[src/rtl/mbist_pkg.sv]
package mbist_pkg;

    localparam int ELEM_W = 2;

    typedef enum logic [1:0] {
        ST_IDLE,
        ST_RUN,
        ST_DRAIN,
        ST_DONE
    } state_e;

    // one memory operation: write flag plus data / expected bit
    typedef struct packed {
        logic wr;
        logic val;
    } op_t;

    // one march element: direction, op count (two = 1 means two ops), ops
    typedef struct packed {
        logic down;
        logic two;
        op_t  op0;
        op_t  op1;
    } elem_t;

    localparam op_t OP_W0 = '{wr: 1'b1, val: 1'b0};
    localparam op_t OP_W1 = '{wr: 1'b1, val: 1'b1};
    localparam op_t OP_R0 = '{wr: 1'b0, val: 1'b0};
    localparam op_t OP_R1 = '{wr: 1'b0, val: 1'b1};

    function automatic elem_t march_elem(input logic [1:0] mode, input logic [ELEM_W-1:0] idx);
        elem_t e;
        e = '{down: 1'b0, two: 1'b0, op0: OP_W0, op1: OP_W0};
        if (mode == 2'b00) begin
            case (idx)
                2'd1:    e = '{down: 1'b0, two: 1'b1, op0: OP_R0, op1: OP_W1};
                2'd2:    e = '{down: 1'b1, two: 1'b1, op0: OP_R1, op1: OP_W0};
                default: e = '{down: 1'b0, two: 1'b0, op0: OP_W0, op1: OP_W0};
            endcase
        end else begin
            case (idx)
                2'd1:    e.op0 = OP_R0;
                2'd2:    e.op0 = OP_W1;
                2'd3:    e.op0 = OP_R1;
                default: e.op0 = OP_W0;
            endcase
        end
        return e;
    endfunction

    function automatic logic elem_down(input logic [1:0] mode, input logic [ELEM_W-1:0] idx);
        return (mode == 2'b00) && (idx == 2'd2);
    endfunction

    function automatic logic [ELEM_W-1:0] final_elem(input logic [1:0] mode);
        return (mode == 2'b00) ? 2'd2 : 2'd3;
    endfunction

    function automatic logic uses_cb(input logic [1:0] mode);
        return mode[1];
    endfunction

endpackage

[src/rtl/mbist_addr_gen.sv]
module mbist_addr_gen #(
    parameter int DEPTH  = 32,
    parameter int ADDR_W = 5
) (
    input  logic              clk,
    input  logic              rst_n,
    input  logic              load,
    input  logic              load_down,
    input  logic              step,
    input  logic              dir_down,
    output logic [ADDR_W-1:0] addr,
    output logic              at_end
);
    localparam logic [ADDR_W-1:0] TOP = ADDR_W'(DEPTH - 1);

    always_ff @(posedge clk or negedge rst_n) begin
        if (!rst_n) begin
            addr <= '0;
        end else if (load) begin
            addr <= load_down ? TOP : '0;
        end else if (step) begin
            addr <= dir_down ? addr - 1'b1 : addr + 1'b1;
        end
    end

    assign at_end = dir_down ? (addr == '0) : (addr == TOP);

endmodule

[src/rtl/mbist_cb_map.sv]
module mbist_cb_map #(
    parameter int COLS   = 8,
    parameter int ADDR_W = 5
) (
    input  logic [ADDR_W-1:0] addr,
    output logic              cb
);
    logic row_lsb;
    logic col_lsb;

    // physical position: row = addr / COLS, column = addr % COLS
    assign row_lsb = 1'(addr / ADDR_W'(COLS));
    assign col_lsb = 1'(addr % ADDR_W'(COLS));
    assign cb      = row_lsb ^ col_lsb;

endmodule

[src/rtl/mbist_resp_cap.sv]
module mbist_resp_cap
    import mbist_pkg::*;
#(
    parameter int ADDR_W = 5
) (
    input  logic              clk,
    input  logic              rst_n,
    input  logic              clear,
    input  logic              active,
    input  logic              rd_issue,
    input  logic              rd_exp,
    input  logic [ADDR_W-1:0] rd_addr,
    input  logic [ELEM_W-1:0] rd_elem,
    input  logic              rdata,
    output logic              mismatch,
    output logic              fail,
    output logic [ADDR_W-1:0] fail_addr,
    output logic [ELEM_W-1:0] fail_elem,
    output logic              fail_exp
);
    logic              pend_v;
    logic              pend_exp;
    logic [ADDR_W-1:0] pend_addr;
    logic [ELEM_W-1:0] pend_elem;

    assign mismatch = pend_v && active && (rdata != pend_exp);

    always_ff @(posedge clk or negedge rst_n) begin
        if (!rst_n) begin
            pend_v    <= 1'b0;
            pend_exp  <= 1'b0;
            pend_addr <= '0;
            pend_elem <= '0;
            fail      <= 1'b0;
            fail_addr <= '0;
            fail_elem <= '0;
            fail_exp  <= 1'b0;
        end else begin
            pend_v    <= rd_issue;
            pend_exp  <= rd_exp;
            pend_addr <= rd_addr;
            pend_elem <= rd_elem;
            if (clear) begin
                fail      <= 1'b0;
                fail_addr <= '0;
                fail_elem <= '0;
                fail_exp  <= 1'b0;
            end else if (mismatch && !fail) begin
                fail      <= 1'b1;
                fail_addr <= pend_addr;
                fail_elem <= pend_elem;
                fail_exp  <= pend_exp;
            end
        end
    end

endmodule

[src/rtl/mbist_march_ctrl.sv]
module mbist_march_ctrl
    import mbist_pkg::*;
#(
    parameter int ROWS         = 4,
    parameter int COLS         = 8,
    parameter bit HALT_ON_FAIL = 1'b0,
    localparam int DEPTH       = ROWS * COLS,
    localparam int ADDR_W      = $clog2(DEPTH)
) (
    input  logic              clk,
    input  logic              rst_n,
    input  logic              start,
    input  logic [1:0]        mode,
    output logic [ADDR_W-1:0] mem_addr,
    output logic              mem_we,
    output logic              mem_re,
    output logic              mem_wdata,
    input  logic              mem_rdata,
    output logic              busy,
    output logic              done,
    output logic              fail,
    output logic [ADDR_W-1:0] fail_addr,
    output logic [ELEM_W-1:0] fail_elem,
    output logic              fail_exp
);
    state_e            state_q, state_d;
    logic [1:0]        mode_q;
    logic [ELEM_W-1:0] elem_q;
    logic              opi_q;

    elem_t             cur_e;
    op_t               cur_op;
    logic              issue, last_op, addr_end, elem_end, seq_end;
    logic              accept, halt, mismatch, cb_bit, data_bit;
    logic              ag_load, ag_load_down, ag_step;
    logic [ADDR_W-1:0] addr_q;

    // ---------------- sequencing decode ----------------
    always_comb begin
        cur_e        = march_elem(mode_q, elem_q);
        cur_op       = opi_q ? cur_e.op1 : cur_e.op0;
        last_op      = (opi_q == cur_e.two);
        issue        = (state_q == ST_RUN);
        elem_end     = issue && last_op && addr_end;
        seq_end      = elem_end && (elem_q == final_elem(mode_q));
        accept       = start && ((state_q == ST_IDLE) || (state_q == ST_DONE));
        halt         = HALT_ON_FAIL && mismatch;
        data_bit     = cur_op.val ^ (uses_cb(mode_q) & cb_bit);
        ag_load      = accept || (elem_end && !seq_end);
        ag_load_down = accept ? elem_down(mode, '0) : elem_down(mode_q, elem_q + 1'b1);
        ag_step      = issue && last_op && !addr_end;
    end

    // ---------------- state register ----------------
    always_ff @(posedge clk or negedge rst_n) begin
        if (!rst_n) begin
            state_q <= ST_IDLE;
        end else begin
            state_q <= state_d;
        end
    end

    // ---------------- next state ----------------
    always_comb begin
        state_d = state_q;
        unique case (state_q)
            ST_IDLE:  if (accept) state_d = ST_RUN;
            ST_RUN: begin
                if (halt)         state_d = ST_DONE;
                else if (seq_end) state_d = ST_DRAIN;
            end
            ST_DRAIN: state_d = ST_DONE;
            ST_DONE:  if (accept) state_d = ST_RUN;
            default:  state_d = ST_IDLE;
        endcase
    end

    // ---------------- element / operation pointers ----------------
    always_ff @(posedge clk or negedge rst_n) begin
        if (!rst_n) begin
            mode_q <= 2'b00;
            elem_q <= '0;
            opi_q  <= 1'b0;
        end else if (accept) begin
            mode_q <= mode;
            elem_q <= '0;
            opi_q  <= 1'b0;
        end else if (issue) begin
            opi_q <= last_op ? 1'b0 : 1'b1;
            if (elem_end && !seq_end) begin
                elem_q <= elem_q + 1'b1;
            end
        end
    end

    // ---------------- outputs ----------------
    always_comb begin
        mem_addr  = addr_q;
        mem_we    = issue && cur_op.wr;
        mem_re    = issue && !cur_op.wr;
        mem_wdata = issue && cur_op.wr && data_bit;
        busy      = (state_q == ST_RUN) || (state_q == ST_DRAIN);
        done      = (state_q == ST_DONE);
    end

    // ---------------- sub-blocks ----------------
    mbist_addr_gen #(
        .DEPTH  (DEPTH),
        .ADDR_W (ADDR_W)
    ) u_addr (
        .clk       (clk),
        .rst_n     (rst_n),
        .load      (ag_load),
        .load_down (ag_load_down),
        .step      (ag_step),
        .dir_down  (cur_e.down),
        .addr      (addr_q),
        .at_end    (addr_end)
    );

    mbist_cb_map #(
        .COLS   (COLS),
        .ADDR_W (ADDR_W)
    ) u_cb (
        .addr (addr_q),
        .cb   (cb_bit)
    );

    mbist_resp_cap #(
        .ADDR_W (ADDR_W)
    ) u_resp (
        .clk       (clk),
        .rst_n     (rst_n),
        .clear     (accept),
        .active    (busy),
        .rd_issue  (issue && !cur_op.wr),
        .rd_exp    (data_bit),
        .rd_addr   (addr_q),
        .rd_elem   (elem_q),
        .rdata     (mem_rdata),
        .mismatch  (mismatch),
        .fail      (fail),
        .fail_addr (fail_addr),
        .fail_elem (fail_elem),
        .fail_exp  (fail_exp)
    );

endmodule

[config.mk]
export PLATFORM = sky130hd
export DESIGN_NAME = mbist_march_ctrl
export DESIGN_NICKNAME = d
export VERILOG_FILES = /design/src/rtl/mbist_pkg.sv /design/src/rtl/mbist_addr_gen.sv /design/src/rtl/mbist_cb_map.sv /design/src/rtl/mbist_resp_cap.sv /design/src/rtl/mbist_march_ctrl.sv
export SDC_FILE = /design/constraint.sdc
export NUM_CORES = 1
export LEC_CHECK = 0
export ABC_AREA = 1
export ABC_CLOCK_PERIOD_IN_PS = 1660
export BUFFER_PORTS_ARGS = -buffer_cell sky130_fd_sc_hd__buf_2
export CELL_PAD_IN_SITES_DETAIL_PLACEMENT = 2
export CELL_PAD_IN_SITES_GLOBAL_PLACEMENT = 2
export CORE_MARGIN = 2
export CORE_UTILIZATION = 30
export CTS_CLUSTER_DIAMETER = 120
export DETAILED_ROUTE_END_ITERATION = 12
export PLACE_DENSITY_LB_ADDON = 0.12
export SLEW_MARGIN = 5
export SYNTH_ARGS = -nofsm -noshare
export SYNTH_HDL_FRONTEND = slang
export SYNTH_SLANG_ARGS = --single-unit
[constraint.sdc]
create_clock -name clk -period 1.66 [get_ports clk]
set_clock_uncertainty 0.05 [all_clocks]
set_input_delay 0.083 -clock clk [delete_from_list [all_inputs] [get_ports clk]]
set_output_delay 0.083 -clock clk [all_outputs]
set_load 0.01 [all_outputs]
Word level (Yosys, flattened, before mapping) --
Cells that the tools add are included.
Cells by class: bitwise operators 3, reductions and logical operators 30, equal/unequal tests 13, mux-type cells 30, $add $sub $neg 3, multiply operators 0, divide/modulo/power cells 0, shift-type cells 0, order comparisons 0
Operators by type and width (number):
- 5-bit 2-to-1 mux | 6
- 2-bit 2-to-1 mux | 11
- 1-bit logical AND | 13
- 2-bit one-hot mux with 3 select lines | 2
- 6-bit one-hot mux with 2 select lines | 1
- 2-bit == test (second input constant) | 5
- 1-bit 2-to-1 mux | 10
- 2-bit nonzero test | 4
- 5-bit by 1-bit adder with 5-bit output (second input constant) | 1
- 5-bit == test (second input constant) | 1
- 5-bit zero test | 1
- 5-bit by 1-bit subtractor with 5-bit output (second input constant) | 1
- 2-bit by 1-bit == test with 1-bit output (second input constant) | 2
- 1-bit zero test | 4
- 2-bit zero test | 2
- 2-bit by 1-bit inequality test with 1-bit output (second input constant) | 2
- 2-bit AND reduction | 2
- 1-bit logical OR | 3
- 2-bit by 1-bit adder with 2-bit output (second input constant) | 1
- 2-bit == test | 1
- 2-bit OR reduction | 1
- 1-bit bitwise XOR | 2
- 1-bit bitwise AND | 1
- 1-bit == test | 1
- 1-bit inequality test | 1
Storage, ports and cells: bits in latches 0, bits in read-only memories 0, word-level logic and storage cells 92, memories 0, output and inout port bits 19, memory bits (writable) 0, bits of input ports 6, register bits 30

Depth between registers and ports, before layout --
Gate-level depths: netlist (run 1).
depth after elaboration 12, depth in mapped cells 15, mapped depth without buffers 15

By module --
Synthesis (run 1) repeated with hierarchy kept, for this count alone.
Second synthesis, totals: cell total of the unflattened synthesis 216, area total of the unflattened synthesis 1719.1 µm²
Modules (own cells, without submodules):
- mbist_resp_cap | area each 708.2 µm², sequential area each 450.4 µm², cells an instance 72, times used 1
- mbist_march_ctrl | area each 589.3 µm², sequential area each 175.2 µm², cells an instance 83, times used 1
- mbist_addr_gen | area each 402.9 µm², sequential area each 125.1 µm², cells an instance 56, times used 1
- mbist_cb_map | area each 18.8 µm², sequential area each 0.0 µm², cells an instance 5, times used 1

Worst setup path after synthesis (run 1) --
OpenSTA, ideal clock, no wires.
path kind register -> register, from register elem_q[0], to register u_addr.addr[4], period minus slack after synthesis 1.813 ns, setup time 0.120 ns, data arrival time 1.643 ns, stages on the path, launching flop included 15, slack -0.153 ns, buffers on the path 0, required time 1.490 ns, cell sequence dfrtp_1 inv_1 ha_1 nand3_1 nand2_1 inv_1 ha_1 inv_1 nand2_1 nand2_1 nand2_1 nand2_1 nand2_1 nand2_1 a21oi_2
Between the ends: longest elaborated chain between the ends 11, elaborated cells between the ends (all ways) 24, classes of those cells add/sub (1); eq/ne (5); mux (8); reduce/logical (10)
Ends and longest elaborated chain:
- from (decl) | line mbist_march_ctrl.sv:28 | logic [ELEM_W-1:0] elem_q;
- from (signal assigned) | line mbist_march_ctrl.sv:91 | elem_q <= elem_q + 1'b1;
- 2-bit == test / 2-bit by 1-bit == test with 1-bit output (equally long branches) | line mbist_pkg.sv:35 | case (idx)
- 6-bit one-hot mux with 2 select lines | line mbist_pkg.sv:35
- 2-bit 2-to-1 mux | line mbist_pkg.sv:34 | if (mode == 2'b00) begin
- 1-bit == test | line mbist_march_ctrl.sv:42 | last_op = (opi_q == cur_e.two);
- 1-bit logical AND | line mbist_march_ctrl.sv:44, mbist_march_ctrl.sv:51
- 1-bit logical AND | line mbist_march_ctrl.sv:44 | elem_end = issue && last_op && addr_end;
- 1-bit logical AND | line mbist_march_ctrl.sv:45 | seq_end = elem_end && (elem_q == final_elem(mode_q));
- 1-bit zero test | line mbist_march_ctrl.sv:49 | ag_load = accept || (elem_end && !seq_end);
- 1-bit logical AND | line mbist_march_ctrl.sv:49
- 1-bit logical OR | line mbist_march_ctrl.sv:49
- 5-bit 2-to-1 mux / 2-bit nonzero test (equally long branches)
- to (signal assigned) | line mbist_addr_gen.sv:20 | addr <= load_down ? TOP : '0;
- to (signal assigned) | line mbist_addr_gen.sv:22 | addr <= dir_down ? addr - 1'b1 : addr + 1'b1;
- to (decl) | line mbist_addr_gen.sv:11 | output logic [ADDR_W-1:0] addr,
Parallel ways exist; a longest one is shown, timed or not. The select of a mux whose other input is x is not followed. A chain may end at the register's enable or synchronous reset.

Worst setup path in the final report (run 1) --
from register elem_q[0], to output port mem_wdata
Between the ends: longest elaborated chain between the ends 6, elaborated cells between the ends (all ways) 11, classes of those cells eq/ne (3); mux (5); bitwise (1); reduce/logical (2)
Ends and longest elaborated chain:
- 2-bit == test, or another cell as far along | line mbist_pkg.sv:41 | case (idx)
- 2-bit one-hot mux with 3 select lines / 6-bit one-hot mux with 2 select lines (equally long branches) | line mbist_pkg.sv:41, mbist_pkg.sv:35
- 2-bit 2-to-1 mux | line mbist_pkg.sv:34
- 2-bit 2-to-1 mux * | line mbist_march_ctrl.sv:41 | cur_op = opi_q ? cur_e.op1 : cur_e.op0;
- 1-bit bitwise XOR / 1-bit logical AND (equally long branches) | line mbist_march_ctrl.sv:48, mbist_march_ctrl.sv:101
- 1-bit logical AND * | line mbist_march_ctrl.sv:101 | mem_wdata = issue && cur_op.wr && data_bit;
- to (decl) | line mbist_march_ctrl.sv:17 | output logic mem_wdata,
Mark *: on every way between the ends. The rest lies on a longest branch, timed or not.

==> metrics, run 1 <==
Peak VDD IR approximately 0.85 mV; Iter 0 DRT Violations 28; # placed instances roughly 320; largest net degree at the start of global routing 31; clock-pin slew on the worst setup and hold paths 0.07 ns; first-pass detailed-route iteration total 4; worst reg2reg setup slack -0.11 ns; fin cells roughly 330; WL/cell roughly 17 um; Max Freq around 540 MHz; Post-DP HPWL between 3 and 4 mm; Seq/Total Area, Yosys between 40% and 50%; Die W approximately 80 um; Pwr Density between 2000 and 2500 nW/um2; CP max-delay cell dfrtp_1; Ys Warns 0; RSZ-0062 raised after global routing true; commonest cells after routing, fill and taps aside nand2_1, dfrtp_1, buf_4, buf_2, nand3_1; H-tree depth 2; Hold Vio Cnt, Final 0; WHS Path Cells 4; Reg2Reg Depth 15; Port Buffers 24; Skew-Pair Late Insertion Delay 0.29 ns; DR DRC count 0; vias in the first global route about 1800; total negative setup slack -1.046 ns; CTS tree built; clock tree buffer depth 2; Cell variety after synth 29; Area Growth Syn to Fin 46.98%; post-layout min period 1.851 ns; vias per cell approximately 4.8; layout cell share with drive strength beyond 1 50.19%; total track usage about a fifth; period utilization 111.5%; required time worst endpoint approximately 1.5 ns; Cell Chain, Critical Path inv_2 > ha_4 > nand2_4 > buf_6 > nand3_2 > nand2_2 > xnor2_2 > nor2_1 > buf_2; final setup vio count 12; Core Rows 27; WL final approximately 5.6 mm; Die Area around 6300 um2; Antenna Nets Post-Route 0; syn_area_per_cell 8.612 um2; Setup crit start kind register; failing checks setup timing; initial antenna violation count 0; slack of the critical path -0.1907 ns; hold crit path type primary input to register; antenna cells 0; Rel. slew slack about 52%; Max-Cap Viols 0; root cell of the clock tree clkbuf_8; GRT overflow 0; critical path's largest stage delay 0.41 ns; CTS sink count 30; mapped cell area roughly 1700 um2; area of the core 5473 um2; status complete, but fails checks; class of the most critical setup path register to output pin; FF+latch count, synth 30; Critical Path AT 1.72 ns; final core occ about 46%; gpl congestion approximately 0.84; global-route wire length before repair around 9.3 mm; Syn Inst Count 197; number of buffers created by CTS 5; I/O pin cnt 25; leakage approximately 1.3 nW; DR vias approximately 1600; Crit Path Max Fanout 5; Worst Setup End Kind output pin; Mapped Nets 212; most common cell after layout, fill and taps aside nand2_1; Final Max Slew Viols 0; NumNets Final 275; Worst Tran Pin Value approximately 0.72 ns; initial core utilization around 31%; Die Ht just under 80 um
==> routing by layer <==
metal  track usage [%]  vias up  wire length, um
met5                 0        -                0
met4             5.690        0               60
met3             4.205        7              130
met2             36.69       29             3013
met1             21.99      804             2433
li1                  -      754                -
==> synth_stat cells (all sizes together) <==
master   n  area [um2]
a21oi    7       57.55
a21boi   1       7.510
dfrtp   30       750.7
nor3     1       5.000
nand2   55       239.0
clkinv   1       5.000
inv     24       92.60
nand3   32       205.2
ha       9       112.6
a211oi   1       7.510
o21ai   10       61.31
clkbuf   1       3.750
xor2     1       8.760
nor2    18       93.84
nand3b   1       7.510
buf      2       15.01
nand4    1       6.260
xnor2    2       17.52
==> per-stage QoR <==
| step | instance area [um2] | hold slack, ns | power, mW | setup WS [ns] |
|---|---|---|---|---|
| floorplan | 1735 | -0.2626 | 3.212 | -0.02784 |
| global placement | 2142 | 0.1164 | 4.379 | -0.06780 |
| detailed placement | 2142 | 0.1269 | 4.549 | -0.1900 |
| CTS | 2419 | 0.05061 | 5.730 | -0.1941 |
| global route | 2494 | 0.09949 | 6.367 | -0.2845 |
| finish | 2494 | 0.08626 | 5.914 | -0.1907 |
==> worst paths after layout <==
kind,end,from
max reg2reg,u_addr.addr[4],elem_q[0]
max,mem_wdata,elem_q[0]
min reg2reg,u_resp.fail_addr[3],u_resp.pend_addr[3]
min in group asynchronous,u_resp.fail,rst_n
max in group asynchronous,mode_q[1],rst_n
min,state_q[1],start
==> what timing repair did <==
| action | in CTS | in global routing |
|---|---|---|
| gates resized for setup | 38 | 14 |
| pin swaps | 19 | 11 |
| endpoints found under the setup margin | 18 | 17 |
| buffers inserted | 4 | 1 |
| hold buffers | 3 | 0 |
| endpoints found under the hold margin | 32 | 0 |
==> where the power goes <==
group          internal [mW]  leakage (nW)  switching [mW]
Sequential              1.08         0.371           0.293
Clock                  0.442        0.0579           0.318
Combinational           1.63         0.839            2.16
==> registers in the layout (all words and copies together) (netlist names) <==
name	flops
u_addr.addr	5
u_resp.fail_addr	5
u_resp.pend_addr	5
elem_q	2
mode_q	2
state_q	2
u_resp.fail_elem	2
u_resp.pend_elem	2
opi_q	1
u_resp.fail	1
u_resp.fail_exp	1
u_resp.pend_exp	1
u_resp.pend_v	1
==> worst max-delay path, delay by kind of cell (launching register included) <==
family	cells	cell delay, ns
XOR/XNOR	1	0.18
adder cells (fa/ha/maj)	1	0.17
buffers and inverters	3	0.39
flip-flops	1	0.41
AND/OR/NAND/NOR	4	0.27
==> cells by family (layout without fill, tap and decap cells) <==
kind of cell             Yosys count  after routing  share of synthesized area (%)
AND/OR/NAND/NOR                  108            108                          32.82
adder cells (fa/ha/maj)            9              9                          6.637
flip-flops                        30             30                          44.25
XOR/XNOR                           3              3                          1.549
AO/OA/AOI/OAI                     19             19                          7.891
buffers and inverters             28             92                          6.858
==> cell type report <==
class | count | area [um2]
Clock inverter | 3 | 40.04
Clock buffer | 5 | 68.82
Tap cell | 72 | 90.09
Fill cell | 610 | 2979
Inverter | 25 | 102.6
Timing Repair Buffer | 59 | 421.7
Sequential cell | 30 | 755.7
Multi-Input combinational cell | 139 | 1015
Note: power is estimated with default switching activity, not from simulation.
==> run 2: changes to the inputs <==
- GPL_TIMING_DRIVEN: not set -> 0
==> run 2 against run 1 <==
Effect of this change:
- the run still ends with setup timing left
- final area down 1.5%
- maximum frequency down 0.24%
- hold slack worse by 0.042 ns
- setup slack worse by 0.0045 ns
- sequential share of layout area up 0.45 points
- core utilization down 0.66 points
- die area unchanged
- clock power down 3.6%
- critical path type is now register to register
==> metrics, run 2 (synthesis results as in run 1) <==
fin cells 323 (-3.0%); Max Freq 539.0 MHz (-0.24%); antenna cells 0 (unchanged); Iter 0 DRT Violations 65 (+130%); vias in the first global route 1683 (-8.3%); vias per cell 4.622 (-3.4%); global-route wire length before repair 8.252 mm (-11%); post-layout min period 1.855 ns (+0.004540 ns); final instance area 2457 um2 (-1.5%); NumNets Final 265 (-3.6%); Core Rows 27 (unchanged); clock-pin slew on the worst setup and hold paths 0.07 ns (about the same); period utilization 111.8% (+0.27 points); RSZ-0062 raised after global routing true; class of the most critical setup path register to register; Placed Area 1946 um2 (-9.2%); Worst Setup End Kind register; hold path endpoint u_resp.fail_exp; Die W 79.20 um (unchanged); Die Area 6273 um2 (unchanged); final setup vio count 12 (unchanged); # placed instances 293 (-7.6%); layout cell share with drive strength beyond 1 48.21% (-2.0 points); first-pass detailed-route iteration total 4 (unchanged); largest net degree at the start of global routing 31 (unchanged); Regs by FF count u_addr.addr (5), u_resp.fail_addr (5), u_resp.pend_addr (5); root cell of the clock tree clkbuf_8; Peak VDD IR 0.8006 mV (-6.2%); most common cell after layout, fill and taps aside nand2_1; clock tree buffer depth 2 (unchanged); hold crit path type primary input to register; slack of the critical path -0.1953 ns (-0.004540 ns); Crit Path Max Fanout 6 (+1); Pwr Density 2321 nW/um2 (-2.1%); DR DRC count 0 (unchanged); GRT overflow 0 (unchanged); leakage 1.239 nW (-2.3%); commonest cells after routing, fill and taps aside nand2_1, dfrtp_1, buf_2, nand3_1, buf_4; Worst Tran Pin Value 0.6955 ns (-0.02015 ns); status complete, but fails checks; initial core utilization 31.00% (unchanged); gpl congestion 0.7450 (-11%); hold path start mem_rdata; WL/cell 15.79 um (-6.8%); CTS sink count 30 (unchanged); Final Max Slew Viols 0 (unchanged); worst reg2reg setup slack -0.20 ns (-0.09 ns); H-tree depth 2 (unchanged); Critical Path AT 1.98 ns (+0.26 ns); Rel. slew slack 53.64% (+1.3 points); Reg2Reg Depth 12 (-3); Critical R2R Capture state_q[0]; failing checks setup timing; total negative setup slack -1.832 ns (-0.7859 ns); Antenna Nets Post-Route 0 (unchanged); total track usage 16.98% (-2.6 points); final core occ 44.90% (-0.66 points); area of the core 5473 um2 (unchanged); CP max-delay cell dfrtp_2; I/O pin cnt 25 (unchanged); WL final 5.099 mm (-9.6%); required time worst endpoint 1.78 ns (+0.25 ns); Skew-Pair Late Insertion Delay 0.28 ns (about the same); DR vias 1493 (-6.3%); initial antenna violation count 0 (unchanged); Die Ht 79.20 um (unchanged); number of buffers created by CTS 5 (unchanged); Port Buffers 24 (unchanged); critical path's largest stage delay 0.41 ns (about the same); Area Growth Syn to Fin 44.84%; Setup crit start kind register; CTS tree built; FF-to-FF Start elem_q[0]; Max-Cap Viols 0 (unchanged); Cell Chain, Critical Path clkinv_4 > ha_4 > nand2_8 > buf_12 > buf_6 > nand3_4 > nand2_4 > nand2_2 > o21ai_4 > o21ai_4 > nand2_1 > o21ai_2; Post-DP HPWL 3.358 mm (-14%); Most Frequent Cell on Critical Path o21ai_4; WHS Path Cells 3 (-1); Hold Vio Cnt, Final 0 (unchanged); Pwr Total 5.703 mW (-3.6%)
[run 2: metrics by stage]
stage | worst slack [ns] | hold WS (ns)
6_report | -0.1953 | 0.04445
5_1_grt | -0.3032 | 0.05866
4_1_cts | -0.1595 | 0.03422
3_5_place_dp | -0.3162 | 0.1245
3_3_place_gp | -0.2584 | 0.1020
2_1_floorplan | -0.02784 | -0.2626
[run 2: worst max-delay path by stage]
stage | startpoint | endpoint | slack [ns]
after global placement | elem_q[0] | u_addr.addr[4] | -0.26
final | elem_q[0] | state_q[0] | -0.20
after detailed placement | elem_q[0] | u_addr.addr[4] | -0.32
after CTS | mode_q[0] | mem_wdata | -0.16
after floorplan | elem_q[0] | u_addr.addr[4] | -0.03
after global routing | mode_q[1] | u_addr.addr[4] | -0.30
[run 2: repair_timing]
action / CTS / global route
gates resized for setup: 31 / 29
pin swaps: 16 / 17
hold endpoints to repair: 32 / 0
setup endpoints to repair: 23 / 16
setup buffers: 13 / 7
hold buffers: 3 / 0
[run 2: routing by layer]
metal,vias up,share of wire [%],global-route usage (%)
li1,734,-,-
met2,19,54,30.59
met5,-,0,0
met1,732,42,19.83
met3,8,2.7,3.750
met4,0,1.2,5.690
[run 2: area by class of cell]
class	instances	area (um2)
Multi-Input combinational cell	139	1052
Sequential cell	30	755.7
Tap cell	72	90.09
Timing Repair Buffer	47	324.1
Buffer	2	15.01
Clock buffer	5	68.82
Inverter	25	111.4
Fill cell	612	3015
Clock inverter	3	40.04
[run 2: critical path, delay by kind of cell (launching register included)]
family | cells | cell delay [ns]
compound gates | 3 | 0.33
fa+ha+maj | 1 | 0.20
buf+inv | 3 | 0.31
flops | 1 | 0.41
simple gates | 5 | 0.43
[run 2: power by group]
part	internal [mW]	switching, mW	leakage, nW
clock network	0.441	0.292	0.0579
logic	1.49	2.01	0.810
registers	1.08	0.385	0.371
total	3.01	2.69	1.24
==> run 3: changes to the inputs <==
- ABC_AREA: 1 -> not set
- CORE_UTILIZATION: 30 -> 33
- CTS_BUF_LIST: not set -> sky130_fd_sc_hd__clkbuf_4 sky130_fd_sc_hd__clkbuf_8
==> run 3 against run 2 <==
Effect of this change:
- the run still ends with setup timing left
- first-iteration DRC count down 37%
- synthesized cell count shrank 17%
- via count rose by 0.94%
- final area increased by 0.41%
- non-clock buffer count is 9 higher
- hold slack got worse by 0.041 ns
- critical path type unchanged
- largest power group unchanged
==> metrics, run 3 <==
gpl congestion 0.7718 (+3.6%); antenna cells 0 (unchanged); Antenna Nets Post-Route 0 (unchanged); status complete, but fails checks; final setup vio count 15 (+3); Clk pwr share 18.5% (+5.6 points); # placed instances 255 (-13%); worst reg2reg setup slack -0.94 ns (-0.74 ns); clock tree buffer depth 2 (unchanged); Reg2Reg Depth 12 (unchanged); Final Max Slew Viols 0 (unchanged); Critical R2R Capture u_addr.addr[2]; hold crit path type primary input to register; Most Frequent Cell on Critical Path buf_6; area of the core 4723 um2 (-14%); Rel. slew slack 39.98% (-14 points); Die W 74.05 um (-6.5%); WHS Path Cells 2 (-1); Port Buffers 24 (unchanged); async set-reset flop share out of synthesis 100.0% (unchanged); first-pass detailed-route iteration total 4 (unchanged); area share of the largest cell type after synthesis 46.37% (+2.1 points); Cell Chain, Critical Path inv_4 > ha_4 > or3b_1 > buf_6 > buf_6 > buf_6 > nor4_4 > buf_4 > o211ai_1 > buf_4 > o311a_1 > a211oi_2; Iter 0 DRT Violations 41 (-37%); Fillers 483 (-21%); Post-DP HPWL 3.228 mm (-3.9%); WL final 5.805 mm (+14%); slack of the critical path -0.9395 ns (-0.7442 ns); switching power total 1.220 mW (-55%); Internal 1.675 mW (-44%); FF+latch count, synth 30 (unchanged); Die Area 5483 um2 (-13%); syn_area_per_cell 9.872 um2 (+15%); Max-Cap Viols 0 (unchanged); Max Freq 384.7 MHz (-29%); critical path's largest stage delay 0.45 ns (+0.04 ns); leakage 1.088 nW (-12%); most frequent cell after synthesis dfrtp_1; largest area contributor in the netlist dfrtp_1; CP max-delay cell dfrtp_2; failing checks setup timing; Crit Path Max Fanout 4 (-2); Syn Inst Count 164 (-17%); initial antenna violation count 0 (unchanged); pre-CTS WS -1.042 ns (-0.7262 ns); GRT overflow 0 (unchanged); period utilization 156.6% (+45 points); hold path endpoint mode_q[0]; WL/cell 20.02 um (+27%); DR vias 1507 (+0.94%); Net Sw Frac 42.14% (-5.0 points); Synth Flop Type dfrtp_1; Mapped Nets 179 (-16%); Post-synth EDFFs 0 (unchanged); class of the most critical setup path register to register; sequential share of power 37.1% (+11 points); largest net degree at the start of global routing 31 (unchanged); Pwr Total 2.894 mW (-49%); CTS tree built; required time worst endpoint 1.80 ns (+0.02 ns); synth top area cells dfrtp_1, ha_1, o21ai_0; Seq/Total Area, Yosys 46.37% (+2.1 points); DR DRC count 0 (unchanged); fin cells 290 (-10%); NumNets Final 238 (-10%); CTS sink count 30 (unchanged); vias in the first global route 1613 (-4.2%); Hold Vio Cnt, Final 0 (unchanged); initial core utilization 34.28% (+3.3 points); Regs by FF count u_addr.addr (5), u_resp.fail_addr (5), u_resp.pend_addr (5); Setup crit start kind register; number of buffers created by CTS 5 (unchanged); Worst Setup End Kind register; Critical Path AT 2.74 ns (+0.76 ns); combinational fraction of design power 44.5% (-17 points); I/O pin cnt 25 (unchanged); Peak VDD IR 0.5691 mV (-29%); mapped cell area 1619 um2 (-4.6%); Core Rows 25 (-7.4%); Worst Tran Pin Value 0.8890 ns (+0.1935 ns); clock-pin slew on the worst setup and hold paths 0.06 ns (about the same); H-tree depth 2 (unchanged); global-route wire length before repair 8.300 mm (+0.58%); top cells by count, synth dfrtp_1, nand2_1, o21ai_0; total negative setup slack -9.923 ns (-8.091 ns); most common cell after layout, fill and taps aside dfrtp_1; total track usage 20.39% (+3.4 points); Die Ht 74.05 um (-6.5%); vias per cell 5.197 (+12%); Ys Warns 0 (unchanged); FF-to-FF Start elem_q[0]; post-layout min period 2.600 ns (+0.7442 ns); Pwr Density 1173 nW/um2 (-49%); Skew-Pair Late Insertion Delay 0.27 ns (about the same); Cell variety after synth 41 (+41%); commonest cells after routing, fill and taps aside dfrtp_1, buf_2, buf_4, nand2_1, o21ai_0; layout cell share with drive strength beyond 1 52.02% (+3.8 points); RSZ-0062 raised after global routing true; Area Growth Syn to Fin 52.40%; hold path start mode[0]; root cell of the clock tree clkbuf_8
-- run 3: final cells by class --
class	count	area, um2	share of cell area [%]
buffer	6	51.30	2.079
clock buffer	5	68.82	2.789
clock inverter	2	10.01	0.4057
multi-input combinational	118	1080	43.76
timing repair buffer	52	376.6	15.26
sequential	30	754.5	30.58
tap	67	83.83	3.398
inverter	10	42.54	1.724
-- run 3: power by group through the flow --
stage | registers, mW | logic, mW | clock network, mW
finish | 1.07 | 1.29 | 0.534
floorplan | 0.974 | 0.635 | 0
global route | 1.09 | 1.39 | 0.581
global placement | 1.02 | 0.853 | 0
CTS | 1.04 | 1.10 | 0.552
detailed placement | 1.04 | 0.910 | 0
-- run 3: kinds of logic (layout without fill, tap and decap cells) --
logic type / after synthesis / in the layout / synth area share (%)
adder cells (fa/ha/maj): 9 / 9 / 6.955
AND/OR/NAND/NOR: 54 / 54 / 17.93
AO/OA/AOI/OAI: 42 / 42 / 16.23
XOR/XNOR: 5 / 5 / 2.705
multiplexers: 8 / 8 / 5.178
buffers and inverters: 16 / 75 / 4.637
flip-flops: 30 / 30 / 46.37
-- run 3: what timing repair did --
action / 4_1_cts / 5_1_grt
endpoints found under the setup margin: 24 / 17
hold buffers: 3 / 0
resized for setup: 44 / 32
endpoints found under the hold margin: 32 / 0
pin swaps: 21 / 14
setup buffers: 19 / 8
-- run 3: worst max-delay path by stage --
| stage | to | startpoint | depth (start not counted) | slack, ns |
|---|---|---|---|---|
| 2_1_floorplan | u_addr.addr[4] | elem_q[0] | 11 | -0.76 |
| 3_3_place_gp | u_addr.addr[4] | elem_q[0] | 10 | -0.96 |
| 3_5_place_dp | u_addr.addr[4] | elem_q[0] | 10 | -1.04 |
| 4_1_cts | u_addr.addr[4] | elem_q[0] | 10 | -0.84 |
| 5_1_grt | u_addr.addr[2] | elem_q[0] | 12 | -1.06 |
| 6_report | u_addr.addr[2] | elem_q[0] | 12 | -0.94 |
-- run 3: metrics by stage --
step / area, um2 / hold slack (ns) / utilization, %
3_5_place_dp: 1844 / 0.09969 / 39.05
5_1_grt: 2467 / -0.009418 / 52.24
4_1_cts: 2273 / 0.003948 / 48.13
3_3_place_gp: 1844 / 0.08789 / 39.05
6_report: 2467 / 0.003547 / 52.24
2_1_floorplan: 1640 / -0.2626 / -
-- run 3: routing by layer --
metal / global-route usage (%) / vias to the layer above / wire length (um)
met4: 6.061 / 0 / 164
met5: 0 / - / 0
li1: - / 687 / -
met3: 3.388 / 13 / 137
met1: 23.69 / 776 / 2487
met2: 38.19 / 31 / 3015
-- run 3: worst max-delay path: cells and delay by family (launching register included) --
family	cells	cell delay (ns)
buffers and inverters	6	0.85
adder cells (fa/ha/maj)	1	0.11
AO/OA/AOI/OAI	3	0.48
flip-flops	1	0.45
AND/OR/NAND/NOR	2	0.58
